--- src/rtl/irq_arb_pkg.sv ---
package irq_arb_pkg;
  typedef enum logic [0:0] {
    GRANT_FREE = 1'b0,
    GRANT_HELD = 1'b1
  } grant_state_e;
endpackage

--- src/rtl/irq_prio_pick.sv ---
module irq_prio_pick #(
  parameter int NUM_DEV = 8,
  parameter int CODE_W  = 4
) (
  input  logic [NUM_DEV-1:0] pend,
  output logic               any,
  output logic [CODE_W-1:0]  win
);
  // lowest index wins: scan downward so the last hit is the smallest index
  always_comb begin
    win = '0;
    for (int i = NUM_DEV - 1; i >= 0; i--) begin
      if (pend[i]) win = CODE_W'(i);
    end
  end

  assign any = |pend;
endmodule

--- src/rtl/irq_addr_form.sv ---
module irq_addr_form #(
  parameter int                ADDR_W   = 16,
  parameter int                CODE_W   = 4,
  parameter logic [ADDR_W-1:0] VEC_BASE = 16'h0C30
) (
  input  logic [CODE_W-1:0] code,
  output logic [ADDR_W-1:0] addr
);
  localparam int HI_W = ADDR_W - CODE_W;

  assign addr = {VEC_BASE[ADDR_W-1:CODE_W], code};

  initial begin
    AST_ADDR_FIELDS: assert (HI_W > 0);
  end
endmodule

--- src/rtl/irq_grant_hold.sv ---
module irq_grant_hold
  import irq_arb_pkg::*;
#(
  parameter int NUM_DEV = 8,
  parameter int CODE_W  = 4
) (
  input  logic               clk,
  input  logic               rst,
  input  logic               glb_en,
  input  logic               any,
  input  logic [CODE_W-1:0]  win,
  input  logic               cpu_ack,
  output logic               irq_line,
  output logic               vec_valid,
  output logic [CODE_W-1:0]  vec_code,
  output logic [NUM_DEV-1:0] dev_ack
);
  grant_state_e      st_q, st_n;
  logic              ack_d_q;
  logic              ack_rise, take;
  logic [CODE_W-1:0] code_n;
  logic              valid_n;
  logic [NUM_DEV-1:0] ack_n;

  assign ack_rise = cpu_ack & ~ack_d_q;
  assign take     = ack_rise & vec_valid;

  always_comb begin
    st_n = (cpu_ack && (st_q == GRANT_HELD || take)) ? GRANT_HELD : GRANT_FREE;
    if (st_n == GRANT_HELD) begin
      code_n  = vec_code;
      valid_n = 1'b1;
    end else if (glb_en && any) begin
      code_n  = win;
      valid_n = 1'b1;
    end else begin
      code_n  = '0;
      valid_n = 1'b0;
    end
  end

  generate
    for (genvar g = 0; g < NUM_DEV; g++) begin : g_ack
      assign ack_n[g] = take && (vec_code == CODE_W'(g));
    end
  endgenerate

  always_ff @(posedge clk) begin
    if (rst) begin
      st_q      <= GRANT_FREE;
      ack_d_q   <= 1'b0;
      irq_line  <= 1'b0;
      vec_valid <= 1'b0;
      vec_code  <= '0;
      dev_ack   <= '0;
    end else begin
      st_q      <= st_n;
      ack_d_q   <= cpu_ack;
      irq_line  <= glb_en & any;
      vec_valid <= valid_n;
      vec_code  <= code_n;
      dev_ack   <= ack_n;
    end
  end

  AST_ACK_ONEHOT: assert property (@(posedge clk) disable iff (rst)
    $onehot0(dev_ack));
  AST_ACK_ONE_CYCLE: assert property (@(posedge clk) disable iff (rst)
    (|dev_ack) |=> (dev_ack == '0));
  AST_CODE_HELD: assert property (@(posedge clk) disable iff (rst)
    (st_q == GRANT_HELD && cpu_ack) |=> ($stable(vec_code) && vec_valid));
  AST_LINE_GATED: assert property (@(posedge clk) disable iff (rst)
    !glb_en |=> !irq_line);
endmodule

--- src/rtl/irq_vector_arb.sv ---
module irq_vector_arb #(
  parameter int                NUM_DEV  = 8,
  parameter int                CODE_W   = 4,
  parameter int                ADDR_W   = 16,
  parameter logic [ADDR_W-1:0] VEC_BASE = 16'h0C30
) (
  input  logic               clk,
  input  logic               rst,
  input  logic [NUM_DEV-1:0] dev_req,
  input  logic [NUM_DEV-1:0] dev_en,
  input  logic               glb_en,
  input  logic               cpu_ack,
  output logic               irq_line,
  output logic [CODE_W-1:0]  vec_code,
  output logic               vec_valid,
  output logic [ADDR_W-1:0]  isr_addr,
  output logic [NUM_DEV-1:0] dev_ack
);
  logic [NUM_DEV-1:0] pend;
  logic               any;
  logic [CODE_W-1:0]  win;

  assign pend = dev_req & dev_en;

  irq_prio_pick #(.NUM_DEV(NUM_DEV), .CODE_W(CODE_W)) u_pick (
    .pend (pend),
    .any  (any),
    .win  (win)
  );

  irq_grant_hold #(.NUM_DEV(NUM_DEV), .CODE_W(CODE_W)) u_hold (
    .clk       (clk),
    .rst       (rst),
    .glb_en    (glb_en),
    .any       (any),
    .win       (win),
    .cpu_ack   (cpu_ack),
    .irq_line  (irq_line),
    .vec_valid (vec_valid),
    .vec_code  (vec_code),
    .dev_ack   (dev_ack)
  );

  irq_addr_form #(.ADDR_W(ADDR_W), .CODE_W(CODE_W), .VEC_BASE(VEC_BASE)) u_addr (
    .code (vec_code),
    .addr (isr_addr)
  );

  AST_ACK_AT_CODE: assert property (@(posedge clk) disable iff (rst)
    (|dev_ack) |-> ((dev_ack >> vec_code) == NUM_DEV'(1)));
  AST_IDLE_QUIET: assert property (@(posedge clk) disable iff (rst)
    (pend == '0 && !cpu_ack) |=> (!irq_line && !vec_valid && vec_code == '0));
endmodule

--- config.mk ---
export PLATFORM = sky130hd
export DESIGN_NAME = irq_vector_arb
export DESIGN_NICKNAME = d
export VERILOG_FILES = /design/src/rtl/irq_arb_pkg.sv /design/src/rtl/irq_prio_pick.sv /design/src/rtl/irq_addr_form.sv /design/src/rtl/irq_grant_hold.sv /design/src/rtl/irq_vector_arb.sv
export SDC_FILE = /design/constraint.sdc
export NUM_CORES = 1
export LEC_CHECK = 0
export BUFFER_PORTS_ARGS = -buffer_cell sky130_fd_sc_hd__buf_2
export CAP_MARGIN = 20
export CORE_MARGIN = 2
export CORE_UTILIZATION = 35
export DETAILED_ROUTE_END_ITERATION = 10
export PLACE_DENSITY = 0.74
export SYNTH_ARGS = -nofsm -noshare
export SYNTH_HDL_FRONTEND = slang
export SYNTH_SLANG_ARGS = --single-unit
export TNS_END_PERCENT = 5
--- constraint.sdc ---
create_clock -name clk -period 1.35 [get_ports clk]
set_input_delay 0.3375 -clock clk [delete_from_list [all_inputs] [get_ports clk]]
set_output_delay 0.3375 -clock clk [all_outputs]
set_load 0.1 [all_outputs]
# Word level (Yosys, flattened, before mapping)
# Cells that the tools add are included.
# word_totals
word_cells,43
regBits,16
out_inout_bits,30
# classes
n_eq_ne,7
bitwise,5
muxes,12
reduce_logical,13
# ops
cell,n
3-bit 2-to-1 mux,9
"4-bit by 3-bit == test with 1-bit output, second input constant",4
1-bit logical AND,10
8-bit bitwise AND,1
"4-bit by 2-bit == test with 1-bit output, second input constant",2
8-bit OR reduction,1
"4-bit by 1-bit == test with 1-bit output, second input constant",1
4-bit logical NOT,1
1-bit bitwise AND,3
1-bit 2-to-1 mux,3
1-bit logical OR,1
1-bit inverter,1

# Logic depth before layout (Yosys ltp)
# Gate-level depths: netlist of the first run.
# logic_depth
ltp_word,10
depth_mapped,4
ltp_nobuf,4

# Cells and area by module
# A second synthesis of the first run with hierarchy kept.
# unflattened
hier_cells,90
area_unflattened_um2,794.5
# modules_own_cells
mod,cells_each,seq_area_each_um2,area_per_inst_um2,n_inst
irq_grant_hold,49,320.3,524.3,1
irq_addr_form,18,0.0,127.6,1
irq_prio_pick,15,0.0,92.6,1
irq_vector_arb,8,0.0,50.0,1

# Worst setup path before layout of the first run
# OpenSTA, ideal clock, no wires.
# synth_timing
path_type,reg-to-reg
from,register u_hold.vec_valid
to,register u_hold.vec_code[2]
path_buffers,0
setup_ns,0.119
t_required_ns,1.231
arrival_ns,1.696
period_less_slack_ns,1.814
slack_ns,-0.464
stages_incl_launch_ff,5
cell_sequence,dfxtp_1 nor2b_1 o21ai_1 and4b_4 a32o_2
# synth_between
elab_chain_len,4
# synth_rtl
element,line_no,source
start: declaration,irq_grant_hold.sv:14,"output logic vec_valid,"
start signal: assignment,irq_grant_hold.sv:60,vec_valid <= valid_n;
1-bit bitwise AND,irq_grant_hold.sv:26,assign take = ack_rise & vec_valid;
1-bit logical OR,irq_grant_hold.sv:29,st_n = (cpu_ack && (st_q == GRANT_HELD || take)) ? GRANT_HELD : GRANT_FREE;
1-bit logical AND,irq_grant_hold.sv:29,
1-bit 2-to-1 mux,irq_grant_hold.sv:29,
end signal: assignment,irq_grant_hold.sv:61,vec_code <= code_n;
end: declaration,irq_grant_hold.sv:15,"output logic [CODE_W-1:0] vec_code,"
# Every way passes these cells.
# A chain may end at the register's enable or synchronous reset.

# Worst setup path in the final report of the first run
# layout_timing
from,input port dev_req[3]
to,register u_hold.vec_code[2]
# layout_between
elab_chain_len,6
word_cells_on_any_way,8
cone_classes,5 x mux; 1 x bitwise; 2 x reduce/logical
# layout_rtl
element,line_no,source
start: declaration,irq_vector_arb.sv:9,"input logic [NUM_DEV-1:0] dev_req,"
8-bit bitwise AND *,irq_vector_arb.sv:23,assign pend = dev_req & dev_en;
3-bit 2-to-1 mux (4 in a row),irq_prio_pick.sv:13,if (pend[i]) win = CODE_W'(i);
3-bit 2-to-1 mux *,irq_grant_hold.sv:33,end else if (glb_en && any) begin
# Mark *: on every way between the ends. The rest lies on a longest branch, timed or not.

==> run_summary.xml, run 1 <==
<?xml version="1.0" encoding="UTF-8"?>
<metrics>
  <group name="run_status">
    <metric name="outcome" unit="">completed</metric>
  </group>
  <group name="global_route">
    <metric name="grt_overflow_total" unit="">0</metric>
    <metric name="vias_in_the_first_global_route" unit="">569</metric>
    <metric name="grt_max_degree" unit="">9</metric>
    <metric name="global_route.usage.total" unit="%">14.0</metric>
    <metric name="number_of_antenna_violations_at_the_first_check_in_global_routing" unit="">0</metric>
    <metric name="grt_first_pass_wirelength" unit="mm">2.27</metric>
  </group>
  <group name="die">
    <metric name="starting_utilization_of_the_core_area" unit="%">38.1</metric>
    <metric name="die_w" unit="um">48.1</metric>
    <metric name="io_pins" unit="">50</metric>
    <metric name="fp.coreArea" unit="sq um">1780</metric>
    <metric name="die_y" unit="um">48.1</metric>
    <metric name="die_area" unit="sq um">2310</metric>
    <metric name="rows" unit="">15</metric>
  </group>
  <group name="critical_path">
    <metric name="cp-end-kind" unit="">flip-flop</metric>
    <metric name="worstPathRequired" unit="ns">1.51</metric>
    <metric name="path_type_of_the_worst_setup_path" unit="">in2reg</metric>
    <metric name="reg2regPathDepth" unit="">4</metric>
    <metric name="critical_path_arrival" unit="ns">1.50</metric>
    <metric name="path_max_fanout" unit="">3</metric>
    <metric name="worstSetupStartpointType" unit="">primary input</metric>
  </group>
  <group name="synthesis">
    <metric name="synth.distinct_cells" unit="">20</metric>
    <metric name="synth_top_cell_by_area" unit="">sky130_fd_sc_hd__dfxtp_1</metric>
    <metric name="synth_area_per_cell" unit="sq um">8.94</metric>
    <metric name="post_synth_main_area_contributors" unit="">sky130_fd_sc_hd__dfxtp_1 44%, sky130_fd_sc_hd__buf_4 19%, sky130_fd_sc_hd__nand2_1 5.0%</metric>
    <metric name="synth_area" unit="sq um">679</metric>
    <metric name="synth_largest_type_area_fraction" unit="%">44.2</metric>
    <metric name="synth.yosys.seq_area_share" unit="%">44.2</metric>
    <metric name="yosys_warnings" unit="">0</metric>
    <metric name="synth.ff_latch_count" unit="">15</metric>
    <metric name="synthesis.instances" unit="">76</metric>
  </group>
  <group name="drt">
    <metric name="violation_count_after_the_first_detailed_route_iteration" unit="">6</metric>
    <metric name="route.antenna.remaining_nets" unit="">0</metric>
    <metric name="postRouteWirelength" unit="mm">1.54</metric>
    <metric name="routed_via_density" unit="">4.45</metric>
    <metric name="post-route-drc-count" unit="">0</metric>
    <metric name="avgRoutedWirePerCell" unit="um">10.4</metric>
    <metric name="num_vias" unit="">654</metric>
    <metric name="dr.pass1.iters" unit="">4</metric>
  </group>
  <group name="sta">
    <metric name="timing.final.hold_violations" unit="">0</metric>
    <metric name="fin_setup_tns" unit="ns">0</metric>
    <metric name="rsz0062_at_grt" unit="">yes</metric>
    <metric name="clock.fmax" unit="MHz">745</metric>
    <metric name="final-setup-viol-count" unit="">0</metric>
    <metric name="layout_worst_path_cycle_share" unit="%">99.4</metric>
    <metric name="whs" unit="ns">0.277</metric>
    <metric name="final_max_slew_viol_count" unit="">0</metric>
    <metric name="finalWorstSetupSlack" unit="ns">0.00745</metric>
    <metric name="final.min_clock_period" unit="ns">1.34</metric>
    <metric name="clock_skew" unit="ns">0.00509</metric>
  </group>
  <group name="clock_network">
    <metric name="clock_sink_count" unit="">15</metric>
    <metric name="cts.htree.levels" unit="">1</metric>
    <metric name="cts-buffers-inserted" unit="">3</metric>
    <metric name="cts_root_buf" unit="">sky130_fd_sc_hd__clkbuf_4</metric>
    <metric name="worst_setup_hold_path_clk_slew" unit="ns">0.09</metric>
    <metric name="cts.hold.buffers_added" unit="">0</metric>
    <metric name="clock_tree_from_tritoncts" unit="">yes</metric>
    <metric name="insertion_delay" unit="ns">0.27</metric>
    <metric name="cts.path.max_buffers" unit="">2</metric>
  </group>
  <group name="layout">
    <metric name="area_delta_synth_final" unit="%">74.4</metric>
    <metric name="design_area" unit="sq um">1180</metric>
    <metric name="antennaDiodeCount" unit="">0</metric>
    <metric name="final_util" unit="%">66.5</metric>
    <metric name="final_layout_size_suffix_gt1_share" unit="%">47.5</metric>
    <metric name="fin_nets" unit="">143</metric>
    <metric name="final_cell_count_without_fillers" unit="">147</metric>
  </group>
  <group name="placed_design">
    <metric name="detailedPlace.worstSlack" unit="ns">-0.356</metric>
    <metric name="place_congestion" unit="">0.755</metric>
    <metric name="port_buf_inserts" unit="">35</metric>
    <metric name="hpwlAfterDp" unit="mm">1.32</metric>
    <metric name="place_inst" unit="">138</metric>
    <metric name="post_place_instance_area" unit="sq um">1110</metric>
  </group>
  <group name="flow_run">
    <metric name="maxCapViolations" unit="">0</metric>
  </group>
  <group name="worst_hold_path">
    <metric name="min_delay_path_depth" unit="">2</metric>
    <metric name="hold_path_class" unit="">in2reg</metric>
  </group>
  <group name="power">
    <metric name="power.ir.vdd_worst" unit="uV">636</metric>
    <metric name="power.total" unit="mW">1.18</metric>
    <metric name="leakage" unit="nW">0.536</metric>
    <metric name="power-per-cell-area" unit="nW/um^2">994</metric>
  </group>
</metrics>
==> Yosys cell counts <==
library cell,n
sky130_fd_sc_hd__a21oi_1,1
sky130_fd_sc_hd__a222oi_1,1
sky130_fd_sc_hd__a22o_1,2
sky130_fd_sc_hd__a22oi_1,2
sky130_fd_sc_hd__a32o_2,1
sky130_fd_sc_hd__a32oi_1,3
sky130_fd_sc_hd__and2_1,1
sky130_fd_sc_hd__and4b_4,1
sky130_fd_sc_hd__buf_4,17
sky130_fd_sc_hd__conb_1,2
sky130_fd_sc_hd__dfxtp_1,15
sky130_fd_sc_hd__nand2_1,9
sky130_fd_sc_hd__nand2b_1,5
sky130_fd_sc_hd__nand3_1,1
sky130_fd_sc_hd__nor2_1,8
sky130_fd_sc_hd__nor2b_1,2
sky130_fd_sc_hd__nor3_1,2
sky130_fd_sc_hd__o21ai_0,1
sky130_fd_sc_hd__o21ai_1,1
sky130_fd_sc_hd__o22ai_1,1
==> kinds of logic after synthesis <==
logic type | after synthesis | synth area share (%)
buf+inv | 17 | 18.8
simple gates | 29 | 21.0
other cells | 2 | 1.11
compound gates | 13 | 14.9
flops | 15 | 44.2
==> metal layers <==
metal / share of wire [%] / track usage (%)
met5: 0 / 0
met1: 36 / 14.8
met4: 0.26 / 3.24
met3: 9.2 / 2.64
met2: 54 / 27.7
==> worst max-delay path, stage by stage <==
cell and delay, ns:
sky130_fd_sc_hd__buf_2 0.10, sky130_fd_sc_hd__a222oi_1 0.09, sky130_fd_sc_hd__buf_4 0.15, sky130_fd_sc_hd__buf_4 0.12, sky130_fd_sc_hd__buf_4 0.12, sky130_fd_sc_hd__buf_4 0.12
sky130_fd_sc_hd__buf_4 0.12, sky130_fd_sc_hd__buf_4 0.12, sky130_fd_sc_hd__a32o_2 0.24
==> what timing repair did <==
item                       4_1_cts  5_1_grt
setup endpoints to repair        2        5
pin swaps                        4        1
resized for setup                1        2
buffers inserted                 4        1
hold endpoints to repair         0        0
==> power breakdown <==
| group | internal (mW) | total (mW) | switching (mW) |
|---|---|---|---|
| Sequential | 0.455 | 0.473 | 0.0180 |
| Clock | 0.114 | 0.243 | 0.129 |
| Combinational | 0.132 | 0.462 | 0.331 |
| Total | 0.701 | 1.18 | 0.478 |
==> flip-flops by register name, summed over array words and instances (netlist names) <==
register / flops
u_hold.ack_d_q: 1
u_hold.vec_valid: 1
u_hold.vec_code: 3
u_hold.st_q: 1
u_hold.dev_ack: 8
u_hold.irq_line: 1
==> path summary, 6_finish.rpt <==
check	slack [ns]	endpoint	from
max	0.007	u_hold.vec_code[2]$_SDFFE_PP0N_	dev_req[3]
min	0.28	u_hold.ack_d_q$_SDFF_PP0_	rst
max reg2reg	0.16	u_hold.vec_code[2]$_SDFFE_PP0N_	u_hold.vec_valid$_SDFF_PP0_
min reg2reg	0.54	u_hold.dev_ack[0]$_SDFF_PP0_	u_hold.vec_code[0]$_SDFFE_PP0N_
==> placed cells by master, fill, tap and decap left out, drive strengths merged <==
| cell | synthesis | routed |
|---|---|---|
| a21oi | 1 | 1 |
| o21ai | 2 | 2 |
| a22o | 2 | 2 |
| buf | 17 | 47 |
| a32oi | 3 | 3 |
| o22ai | 1 | 1 |
| nor2 | 8 | 8 |
| conb | 2 | 14 |
| clkbuf | 0 | 4 |
| nand3 | 1 | 1 |
| a32o | 1 | 1 |
| and4b | 1 | 1 |
| nand2 | 9 | 9 |
| a222oi | 1 | 1 |
| and2 | 1 | 1 |
| nor2b | 2 | 2 |
| nor3 | 2 | 2 |
| dfxtp | 15 | 15 |
| nand2b | 5 | 5 |
| a22oi | 2 | 2 |
==> final cells by class <==
type | count | area [sq um]
tap | 25 | 31.3
clock buffer | 4 | 26.3
timing repair buffer | 47 | 512
sequential | 15 | 310
fill | 139 | 598
multi-input combinational | 56 | 305
No activity file was read; power rests on OpenSTA's default activity.
==> run 2: changes to the inputs <==
Settings changed: REMOVE_ABC_BUFFERS set to 1.
==> run_summary.xml, run 2 (synthesized netlist as in run 1, its figures left out) <==
<?xml version="1.0" encoding="UTF-8"?>
<metrics>
  <group name="run_status">
    <metric name="outcome" unit="">completed</metric>
  </group>
  <group name="clock_network">
    <metric name="cts_root_buf" unit="">sky130_fd_sc_hd__clkbuf_4</metric>
    <metric name="clock_sink_count" unit="">15</metric>
    <metric name="clock_tree_from_tritoncts" unit="">yes</metric>
    <metric name="insertion_delay" unit="ns">0.27</metric>
    <metric name="cts.path.max_buffers" unit="">2</metric>
    <metric name="cts-buffers-inserted" unit="">3</metric>
    <metric name="cts.hold.buffers_added" unit="">0</metric>
    <metric name="worst_setup_hold_path_clk_slew" unit="ns">0.09</metric>
    <metric name="cts.htree.levels" unit="">1</metric>
  </group>
  <group name="power">
    <metric name="seq_power_share" unit="%">40.3</metric>
    <metric name="power.total" unit="mW">1.16</metric>
    <metric name="power.combinational.fraction" unit="%">38.9</metric>
    <metric name="power_report.internal_total" unit="uW">686</metric>
    <metric name="power.ir.vdd_worst" unit="uV">859</metric>
    <metric name="power-per-cell-area" unit="nW/um^2">1010</metric>
    <metric name="leakage" unit="nW">0.527</metric>
    <metric name="netSwitchingFraction" unit="%">40.9</metric>
    <metric name="power_frac_clock" unit="%">20.8</metric>
    <metric name="power.net_switching" unit="uW">474</metric>
  </group>
  <group name="worst_hold_path">
    <metric name="min_delay_path_depth" unit="">2</metric>
    <metric name="timing.hold.worst_endpoint" unit="">u_hold.ack_d_q$_SDFF_PP0_</metric>
    <metric name="hold_path_class" unit="">in2reg</metric>
    <metric name="worst_min_path_start" unit="">rst</metric>
  </group>
  <group name="layout">
    <metric name="final_layout_size_suffix_gt1_share" unit="%">43.3</metric>
    <metric name="mostFrequentLayoutCell" unit="">sky130_fd_sc_hd__buf_2</metric>
    <metric name="layout.cells.most_common_list" unit="">18 x sky130_fd_sc_hd__buf_2, 16 x sky130_fd_sc_hd__buf_12, 14 x sky130_fd_sc_hd__conb_1, 14 x sky130_fd_sc_hd__dfxtp_1, 10 x sky130_fd_sc_hd__buf_4</metric>
    <metric name="fill_cells" unit="">143</metric>
    <metric name="final_util" unit="%">64.7</metric>
    <metric name="largest_reg_flops" unit="">8</metric>
    <metric name="area_delta_synth_final" unit="%">69.8</metric>
    <metric name="largest-register" unit="">u_hold.dev_ack</metric>
    <metric name="multiInputGateArea" unit="sq um">297</metric>
    <metric name="fin_nets" unit="">141</metric>
    <metric name="antennaDiodeCount" unit="">0</metric>
    <metric name="biggestRegsByFlops" unit="">u_hold.dev_ack: 8 flops, u_hold.vec_code: 3 flops</metric>
    <metric name="sequential_cell_area" unit="sq um">302</metric>
  </group>
  <group name="global_route">
    <metric name="number_of_antenna_violations_at_the_first_check_in_global_routing" unit="">0</metric>
    <metric name="grt_max_degree" unit="">10</metric>
    <metric name="grt_overflow_total" unit="">0</metric>
    <metric name="vias_in_the_first_global_route" unit="">591</metric>
    <metric name="grt_first_pass_wirelength" unit="mm">2.37</metric>
    <metric name="global_route.usage.total" unit="%">14.6</metric>
  </group>
  <group name="sta">
    <metric name="whs" unit="ns">0.274</metric>
    <metric name="timing.final.hold_violations" unit="">0</metric>
    <metric name="clock.fmax" unit="MHz">764</metric>
    <metric name="final-setup-viol-count" unit="">0</metric>
    <metric name="layout_worst_path_cycle_share" unit="%">96.9</metric>
    <metric name="final.min_clock_period" unit="ns">1.31</metric>
    <metric name="final_max_slew_viol_count" unit="">0</metric>
    <metric name="finalWorstSetupSlack" unit="ns">0.0412</metric>
    <metric name="clock_skew" unit="ns">0.00459</metric>
  </group>
  <group name="critical_path">
    <metric name="reg2regPathDepth" unit="">4</metric>
    <metric name="slowest_delay" unit="ns">0.42</metric>
    <metric name="crit-reg2reg-launch" unit="">u_hold.vec_valid$_SDFF_PP0_</metric>
    <metric name="cpMaxStageDelayCell" unit="">sky130_fd_sc_hd__a222oi_1</metric>
    <metric name="critical_path_arrival" unit="ns">1.48</metric>
    <metric name="rr_endpoint" unit="">u_hold.vec_code[2]$_SDFFE_PP0N_</metric>
    <metric name="path_cells" unit="">buf_6, a222oi_1, nand3_1, and4b_4, a32o_2</metric>
    <metric name="path_type_of_the_worst_setup_path" unit="">in2reg</metric>
    <metric name="crit_path_start" unit="">dev_en[3]</metric>
    <metric name="path_max_fanout" unit="">3</metric>
    <metric name="worstSetupStartpointType" unit="">primary input</metric>
    <metric name="worstPathRequired" unit="ns">1.52</metric>
    <metric name="critical_path.top_delay_family" unit="">compound AO/OA/AOI/OAI gates</metric>
    <metric name="critPathBufInv" unit="">1</metric>
    <metric name="ff2ff_setup_slack" unit="ns">0.21</metric>
    <metric name="cp-end-kind" unit="">flip-flop</metric>
  </group>
  <group name="die">
    <metric name="die_area" unit="sq um">2310</metric>
    <metric name="io_pins" unit="">50</metric>
    <metric name="rows" unit="">15</metric>
    <metric name="starting_utilization_of_the_core_area" unit="%">38.1</metric>
    <metric name="die_y" unit="um">48.1</metric>
    <metric name="die_w" unit="um">48.1</metric>
    <metric name="fp.coreArea" unit="sq um">1780</metric>
  </group>
  <group name="drt">
    <metric name="num_vias" unit="">650</metric>
    <metric name="route.antenna.remaining_nets" unit="">0</metric>
    <metric name="post-route-drc-count" unit="">0</metric>
    <metric name="avgRoutedWirePerCell" unit="um">10.0</metric>
    <metric name="postRouteWirelength" unit="mm">1.45</metric>
    <metric name="dr.pass1.iters" unit="">6</metric>
    <metric name="violation_count_after_the_first_detailed_route_iteration" unit="">14</metric>
    <metric name="routed_via_density" unit="">4.48</metric>
  </group>
  <group name="placed_design">
    <metric name="detailedPlace.worstSlack" unit="ns">-0.281</metric>
    <metric name="hpwlAfterDp" unit="mm">1.27</metric>
    <metric name="port_buf_inserts" unit="">35</metric>
    <metric name="place_congestion" unit="">0.768</metric>
  </group>
  <group name="flow_run">
    <metric name="maxCapViolations" unit="">0</metric>
  </group>
</metrics>
run 2: metrics by stage:
step / cells / instance area [sq um] / TNS, ns
floorplan: 71 / 597 / -11.84
global placement: 140 / 1110 / -0.639
detailed placement: 140 / 1110 / -0.862
CTS: 144 / 1140 / 0
global route: 145 / 1150 / -0.0141
finish: 145 / 1150 / 0
run 2: final cells by class:
class	instances	share of cell area [%]
Timing Repair Buffer	45	43.1
Clock buffer	3	1.95
Sequential cell	15	26.1
Multi-Input combinational cell	56	25.7
Tap cell	25	2.71
Clock inverter	1	0.434
run 2: worst max path at each step:
stage               cells after the start                               to  slack (ns)
floorplan                               2     u_hold.dev_ack[4]$_SDFF_PP0_       -0.82
global placement                        5  u_hold.vec_code[2]$_SDFFE_PP0N_       -0.24
detailed placement                      5  u_hold.vec_code[2]$_SDFFE_PP0N_       -0.28
CTS                                     5  u_hold.vec_code[2]$_SDFFE_PP0N_       0.008
global route                            5  u_hold.vec_code[2]$_SDFFE_PP0N_       -0.01
finish                                  5  u_hold.vec_code[2]$_SDFFE_PP0N_        0.04
run 2: repair_timing:
item,4_1_cts,5_1_grt
setup buffers,0,1
pin swaps,0,4
gates resized for setup,1,1
endpoints found under the setup margin,2,3
run 2: power groups by stage:
stage	Sequential, mW	Combinational, mW	Clock [mW]
2_1_floorplan	0.575	0.214	0
3_3_place_gp	0.477	0.440	0
3_5_place_dp	0.479	0.445	0
4_1_cts	0.468	0.446	0.248
5_1_grt	0.470	0.471	0.270
6_report	0.468	0.452	0.241
run 2: routing by layer:
metal	global-route usage (%)	vias to the layer above	part of all wire (%)
met2	26.7	41	52
met1	17.0	286	38
met5	0	-	0
met3	3.40	0	9.5
li1	-	323	-
met4	3.24	0	0
